--- src/rtl/fmt_pkg.sv ---
package fmt_pkg;
    // width of each display value
    localparam int DIGIT_W = 7;
    // base of each fraction digit
    localparam int RADIX   = 100;

    typedef enum logic [1:0] {
        ST_IDLE = 2'd0,
        ST_SHOW = 2'd1,
        ST_HOLD = 2'd2
    } fmt_state_e;
endpackage

--- src/rtl/fmt_mul100_stage.sv ---
// One multiply-by-100 stage: 100*x = 64x + 32x + 4x.
// The part above the binary point becomes a base-100 digit, and the
// part below it feeds the next stage.
module fmt_mul100_stage #(
    parameter int FRAC_W  = 14,
    parameter int DIGIT_W = 7
) (
    input  logic [FRAC_W-1:0]  frac_in,
    output logic [DIGIT_W-1:0] digit,
    output logic [FRAC_W-1:0]  frac_rem
);
    localparam int PROD_W = FRAC_W + DIGIT_W;

    logic [PROD_W-1:0] ext;
    logic [PROD_W-1:0] prod;

    always_comb begin
        ext      = PROD_W'(frac_in);
        prod     = (ext << 6) + (ext << 5) + (ext << 2);
        digit    = prod[PROD_W-1:FRAC_W];
        frac_rem = prod[FRAC_W-1:0];
    end
endmodule

--- src/rtl/fmt_range_chk.sv ---
// Operand range check: radicand above its limit, or root order outside its window.
module fmt_range_chk #(
    parameter int XW    = 7,
    parameter int NW    = 6,
    parameter int X_MAX = 99,
    parameter int N_MIN = 1,
    parameter int N_MAX = 63
) (
    input  logic [XW-1:0] x_val,
    input  logic [NW-1:0] n_val,
    output logic          bad
);
    int x_i;
    int n_i;

    always_comb begin
        x_i = int'(x_val);
        n_i = int'(n_val);
        bad = (x_i > X_MAX) || (n_i < N_MIN) || (n_i > N_MAX);
    end
endmodule

--- src/rtl/frac_base100_fmt.sv ---
module frac_base100_fmt #(
    parameter int W_INT     = 7,
    parameter int W_FRAC    = 14,
    parameter int NUM_STAGE = 2,
    parameter int XW        = 7,
    parameter int NW        = 6,
    parameter int X_MAX     = 99,
    parameter int N_MIN     = 1,
    parameter int N_MAX     = 63
) (
    input  logic                       clk,
    input  logic                       rst_n,
    input  logic                       in_valid,
    input  logic [W_INT+W_FRAC-1:0]    fixed_in,
    input  logic [XW-1:0]              x_in,
    input  logic [NW-1:0]              n_in,
    output logic                       out_valid,
    output logic [fmt_pkg::DIGIT_W-1:0] dig_int,
    output logic [fmt_pkg::DIGIT_W-1:0] dig_point,
    output logic [fmt_pkg::DIGIT_W-1:0] dig_frac_hi,
    output logic [fmt_pkg::DIGIT_W-1:0] dig_frac_lo,
    output logic                       err
);
    import fmt_pkg::*;

    localparam int WORD_W = W_INT + W_FRAC;

    // ---------------- fraction digit chain ----------------
    logic [W_FRAC-1:0]  frac_link [NUM_STAGE+1];
    logic [DIGIT_W-1:0] frac_dig  [NUM_STAGE];

    assign frac_link[0] = fixed_in[W_FRAC-1:0];

    genvar gi;
    generate
        for (gi = 0; gi < NUM_STAGE; gi++) begin : g_stage
            fmt_mul100_stage #(
                .FRAC_W (W_FRAC),
                .DIGIT_W(DIGIT_W)
            ) u_stage (
                .frac_in (frac_link[gi]),
                .digit   (frac_dig[gi]),
                .frac_rem(frac_link[gi+1])
            );
        end
    endgenerate

    // ---------------- operand range check ----------------
    logic range_bad;

    fmt_range_chk #(
        .XW   (XW),
        .NW   (NW),
        .X_MAX(X_MAX),
        .N_MIN(N_MIN),
        .N_MAX(N_MAX)
    ) u_range (
        .x_val(x_in),
        .n_val(n_in),
        .bad  (range_bad)
    );

    // ---------------- controller ----------------
    fmt_state_e state_q;
    fmt_state_e state_d;

    always_comb begin
        state_d = state_q;
        unique case (state_q)
            ST_IDLE: if (in_valid) state_d = ST_SHOW;
            ST_SHOW: state_d = in_valid ? ST_SHOW : ST_HOLD;
            ST_HOLD: if (in_valid) state_d = ST_SHOW;
            default: state_d = ST_IDLE;
        endcase
    end

    always_ff @(posedge clk or negedge rst_n) begin
        if (!rst_n) state_q <= ST_IDLE;
        else        state_q <= state_d;
    end

    // ---------------- output registers ----------------
    logic [DIGIT_W-1:0] int_q;
    logic [DIGIT_W-1:0] hi_q;
    logic [DIGIT_W-1:0] lo_q;
    logic               err_q;

    always_ff @(posedge clk or negedge rst_n) begin
        if (!rst_n) begin
            int_q <= '0;
            hi_q  <= '0;
            lo_q  <= '0;
            err_q <= 1'b0;
        end else if (in_valid) begin
            int_q <= DIGIT_W'(fixed_in[WORD_W-1:W_FRAC]);
            hi_q  <= frac_dig[0];
            lo_q  <= frac_dig[NUM_STAGE-1];
            err_q <= range_bad;
        end
    end

    assign out_valid   = (state_q == ST_SHOW);
    assign dig_int     = int_q;
    assign dig_point   = '0;
    assign dig_frac_hi = hi_q;
    assign dig_frac_lo = lo_q;
    assign err         = err_q;
endmodule

--- config.mk ---
export PLATFORM = sky130hd
export DESIGN_NAME = frac_base100_fmt
export DESIGN_NICKNAME = d
export VERILOG_FILES = /design/src/rtl/fmt_pkg.sv /design/src/rtl/fmt_mul100_stage.sv /design/src/rtl/fmt_range_chk.sv /design/src/rtl/frac_base100_fmt.sv
export SDC_FILE = /design/constraint.sdc
export NUM_CORES = 1
export LEC_CHECK = 0
export BUFFER_PORTS_ARGS = -buffer_cell sky130_fd_sc_hd__buf_4
export CAP_MARGIN = 20
export CORE_MARGIN = 4
export CORE_UTILIZATION = 45
export CTS_BUF_LIST = sky130_fd_sc_hd__clkbuf_8 sky130_fd_sc_hd__clkbuf_16
export CTS_CLUSTER_SIZE = 40
export DETAILED_ROUTE_END_ITERATION = 8
export PLACE_DENSITY = 0.79
export SYNTH_ARGS = -nofsm -noshare
export SYNTH_HDL_FRONTEND = slang
export SYNTH_SLANG_ARGS = --single-unit
--- constraint.sdc ---
create_clock -name clk -period 2.4 [get_ports clk]
set_clock_uncertainty 0.1 [all_clocks]
set_input_delay 0.24 -clock clk [delete_from_list [all_inputs] [get_ports clk]]
set_output_delay 0.24 -clock clk [all_outputs]
set_load 0.02 [all_outputs]
==> flow_summary.yaml <==
route:
  dr_total_vias: 2548
  wl_mm: 8.00
  drtIter0Drc: 82
  ant_nets: 0
  avgRoutedWirePerCell_um: 17.1
  post-route-drc-count: 0
  first_pass_iters: 4
  post_drt_via_cell_ratio: 5.44
power:
  power_density_nw_per_um2: 1350
  vdd_ir_drop_max_v: 0.000987
  p_leak_nw: 1.94
  power.total_mw: 5.51
synth:
  synth_mux_area_share_pct: 4.93
  synthArstFlopShare_pct: 100
  synth.most_common_cell: "ha_1"
  synth_ff_type: "dfrtp_1"
  yosys.area.top_type_share_pct: 23.2
  synth_compound_area_share_pct: 18.0
  synth_top_cell_by_area: "dfrtp_1"
  synth_xor_area_share_pct: 5.08
  synthTopCellsByArea: "dfrtp_1 23%, ha_1 17%, fa_1 13%, mux2_2 4.4%, inv_1 4.1%"
  synthSimpleGateAreaFrac_pct: 11.5
  synth_area_sq_um: 2590
  synth_cells: 269
  ys_types: 52
  synth_commonest_cells: "35 x ha_1, 28 x inv_1, 24 x dfrtp_1"
  ys_seq_area_share_pct: 23.2
  ys_warn_count: 0
  synth_edf_count: 0
  ys_ff_latch: 24
  synth_top_family_by_area: "adder cells"
  synth_fa_ha_area_share_pct: 30.1
  synth.avg_cell_area_sq_um: 9.62
cts:
  cts_inserted_buffers: 3
  cts.path.max_buffers: 2
  clk_pin_slew_ns: 0.09
  clock-sinks: 24
  htreeDepth: 1
  insertion_delay_ns: 0.27
  cts_tree: "built"
  cts_root_buffer: "clkbuf_8"
worst_setup_path:
  rrSetupSlack_ns: 1.43
  crit_type: "input pin to flop"
  worstPathCellList: "buf_8, inv_4, fa_1, inv_2, ha_4, fa_2, a21o_1, a21oi_2, buf_4, xnor2_2, fa_2, ha_4, nand3_2, a21oi_4, nor3_4, a2111o_1, o221ai_2"
  critical-path-max-stage-delay_ns: 0.55
  crit_slowest_cell: "fa_1"
  r2r-start: "dig_frac_lo[6]$_DFFE_PN0P_"
  startpoint_type: "input pin"
  critPathBufInv: 4
  crit_family: "adder cells"
  r2r-end: "dig_frac_lo[6]$_DFFE_PN0P_"
  cp.required_ns: 2.49
  critPathCaptureType: "flop"
  path_max_fanout: 4
  cp.arrival_ns: 3.81
  reg2reg_depth: 2
  crit_start: "fixed_in[4]"
timing:
  rsz0062_at_grt: "true"
  hold_viol: 0
  drv_slew: 0
  finalSetupTns_ns: -9.02
  relSlewSlack_pct: 65.6
  final-setup-viol-count: 11
  worstMarginPinSlew_ns: 0.515
  fin_crit_sh_pct: 155
  period_minus_slack_ns: 3.72
  fmax_ghz: 0.269
  fin_ws_ns: -1.32
  hold_slack_ns: 0.0982
floorplan:
  dieArea_sq_um: 7030
  num_rows: 27
  start_util_pct: 46.7
  die_y_um: 83.8
  io_pins: 67
  core_sq_um: 5540
  die_w_um: 83.8
global_route:
  grt_max_degree: 30
  grt_pass1_vias: 2844
  grt_antenna_before_repair: 0
  grt_overflow_total: 0
  grt_pass1_wl_mm: 13.4
  grt_use_total_pct: 23.2
run_status:
  status: "finished, violations left"
  failed_checks: "setup timing"
placed_design:
  post-place-ws_ns: -1.60
  place_congestion: 0.836
  dpl.cell_count: 455
  hpwl_mm: 5.27
  port_buffers: 57
job:
  cap_violations: 0
hold_path:
  min_path_cells: 2
  min_path_type: "input pin to flop"
  min_to: "dig_int[2]$_DFFE_PN0P_"
  hp-start: "fixed_in[16]"
finish:
  n_antenna_cell: 0
  drive_gt1_share_pct: 51.8
  area.growth.synth_to_final_pct: 58.0
  nets: 486
  stdcell_count: 468
[repair_timing]
item                                    CTS  global route
setup buffers                            16             3
pin swaps                                31            15
endpoints found under the setup margin   13            14
gates cloned                              0             0
endpoints found under the hold margin    24             0
hold buffers                              1             0
resized for setup                        47            22
[state kept, by name, summed over array words and instances (netlist names)]
name / flops
err: 1
state_q: 2
dig_frac_lo: 7
dig_int: 7
dig_frac_hi: 7
[kinds of logic (layout without fill, tap and decap cells)]
| kind of cell | after synthesis | after routing |
|---|---|---|
| buf+inv | 41 | 162 |
| mux | 11 | 11 |
| compound gates | 66 | 66 |
| other cells | 1 | 7 |
| fa+ha+maj | 52 | 52 |
| simple gates | 59 | 59 |
| flops | 24 | 24 |
| xor+xnor | 15 | 15 |
[final cells by class]
cell class	count	area, sq um
Clock buffer	4	55.1
Fill cell	386	1450
Inverter	28	108
Multi-Input combinational cell	210	2230
Sequential cell	24	601
Tap cell	72	90.1
Timing Repair Buffer	130	1000
[per-layer routing]
layer	GRT usage [%]	part of all wire, %
met5	0	0
met4	9.50	3.6
met3	2.86	3.2
met2	43.1	53
met1	26.6	40
[worst register-to-register path: cells and delay by family (launching register included)]
family             cells  cell delay, ns
DFF                    1            0.39
AOI/OAI and AO/OA      1            0.10
and+or+nand+nor        1            0.28
[placed cells by master, fill, tap and decap left out, types with 2 or more instances in the layout]
| cell | n |
|---|---|
| buf_4 | 124 |
| inv_1 | 24 |
| dfrtp_1 | 24 |
| ha_1 | 22 |
| nor2_1 | 16 |
| fa_1 | 15 |
| nand2_1 | 12 |
| ha_4 | 11 |
| a21o_1 | 9 |
| xnor2_1 | 8 |
| mux2_2 | 8 |
| conb_1 | 7 |
| a21oi_1 | 6 |
| a21oi_2 | 5 |
| nand3_1 | 5 |
| xnor2_2 | 4 |
| a21oi_4 | 4 |
| o21a_1 | 4 |
| o31ai_2 | 4 |
| o21ai_0 | 4 |
| nand4_1 | 4 |
| clkbuf_8 | 4 |
| buf_6 | 4 |
| o21ai_1 | 3 |
| inv_2 | 3 |
| nor3_2 | 3 |
| a31oi_1 | 3 |
| mux2_4 | 3 |
| a211oi_4 | 2 |
| o21ai_4 | 2 |
| o21bai_1 | 2 |
| nand2_2 | 2 |
| xor2_2 | 2 |
| nor2b_1 | 2 |
| o211ai_1 | 2 |
| fa_2 | 2 |
| ha_2 | 2 |
[where the power goes]
group | internal (mW) | total, mW | switching, mW
Combinational | 2.34 | 4.62 | 2.28
Clock | 0.147 | 0.283 | 0.136
Sequential | 0.530 | 0.606 | 0.0768
[how the worst max path moves through the flow]
stage                                      end  slack, ns  cells after the start
floorplan           dig_frac_lo[4]$_DFFE_PN0P_      -1.36                     18
global placement    dig_frac_lo[6]$_DFFE_PN0P_      -1.56                     16
detailed placement  dig_frac_lo[6]$_DFFE_PN0P_      -1.60                     16
CTS                 dig_frac_lo[4]$_DFFE_PN0P_      -1.22                     18
global route        dig_frac_lo[3]$_DFFE_PN0P_      -1.41                     20
finish              dig_frac_lo[4]$_DFFE_PN0P_      -1.32                     17
[stage by stage]
step	instance area [sq um]	util (%)
floorplan	2710	-
global placement	3630	65.5
detailed placement	3630	65.5
CTS	4030	72.8
global route	4090	73.8
finish	4090	73.8
No activity file was read; power rests on OpenSTA's default activity.
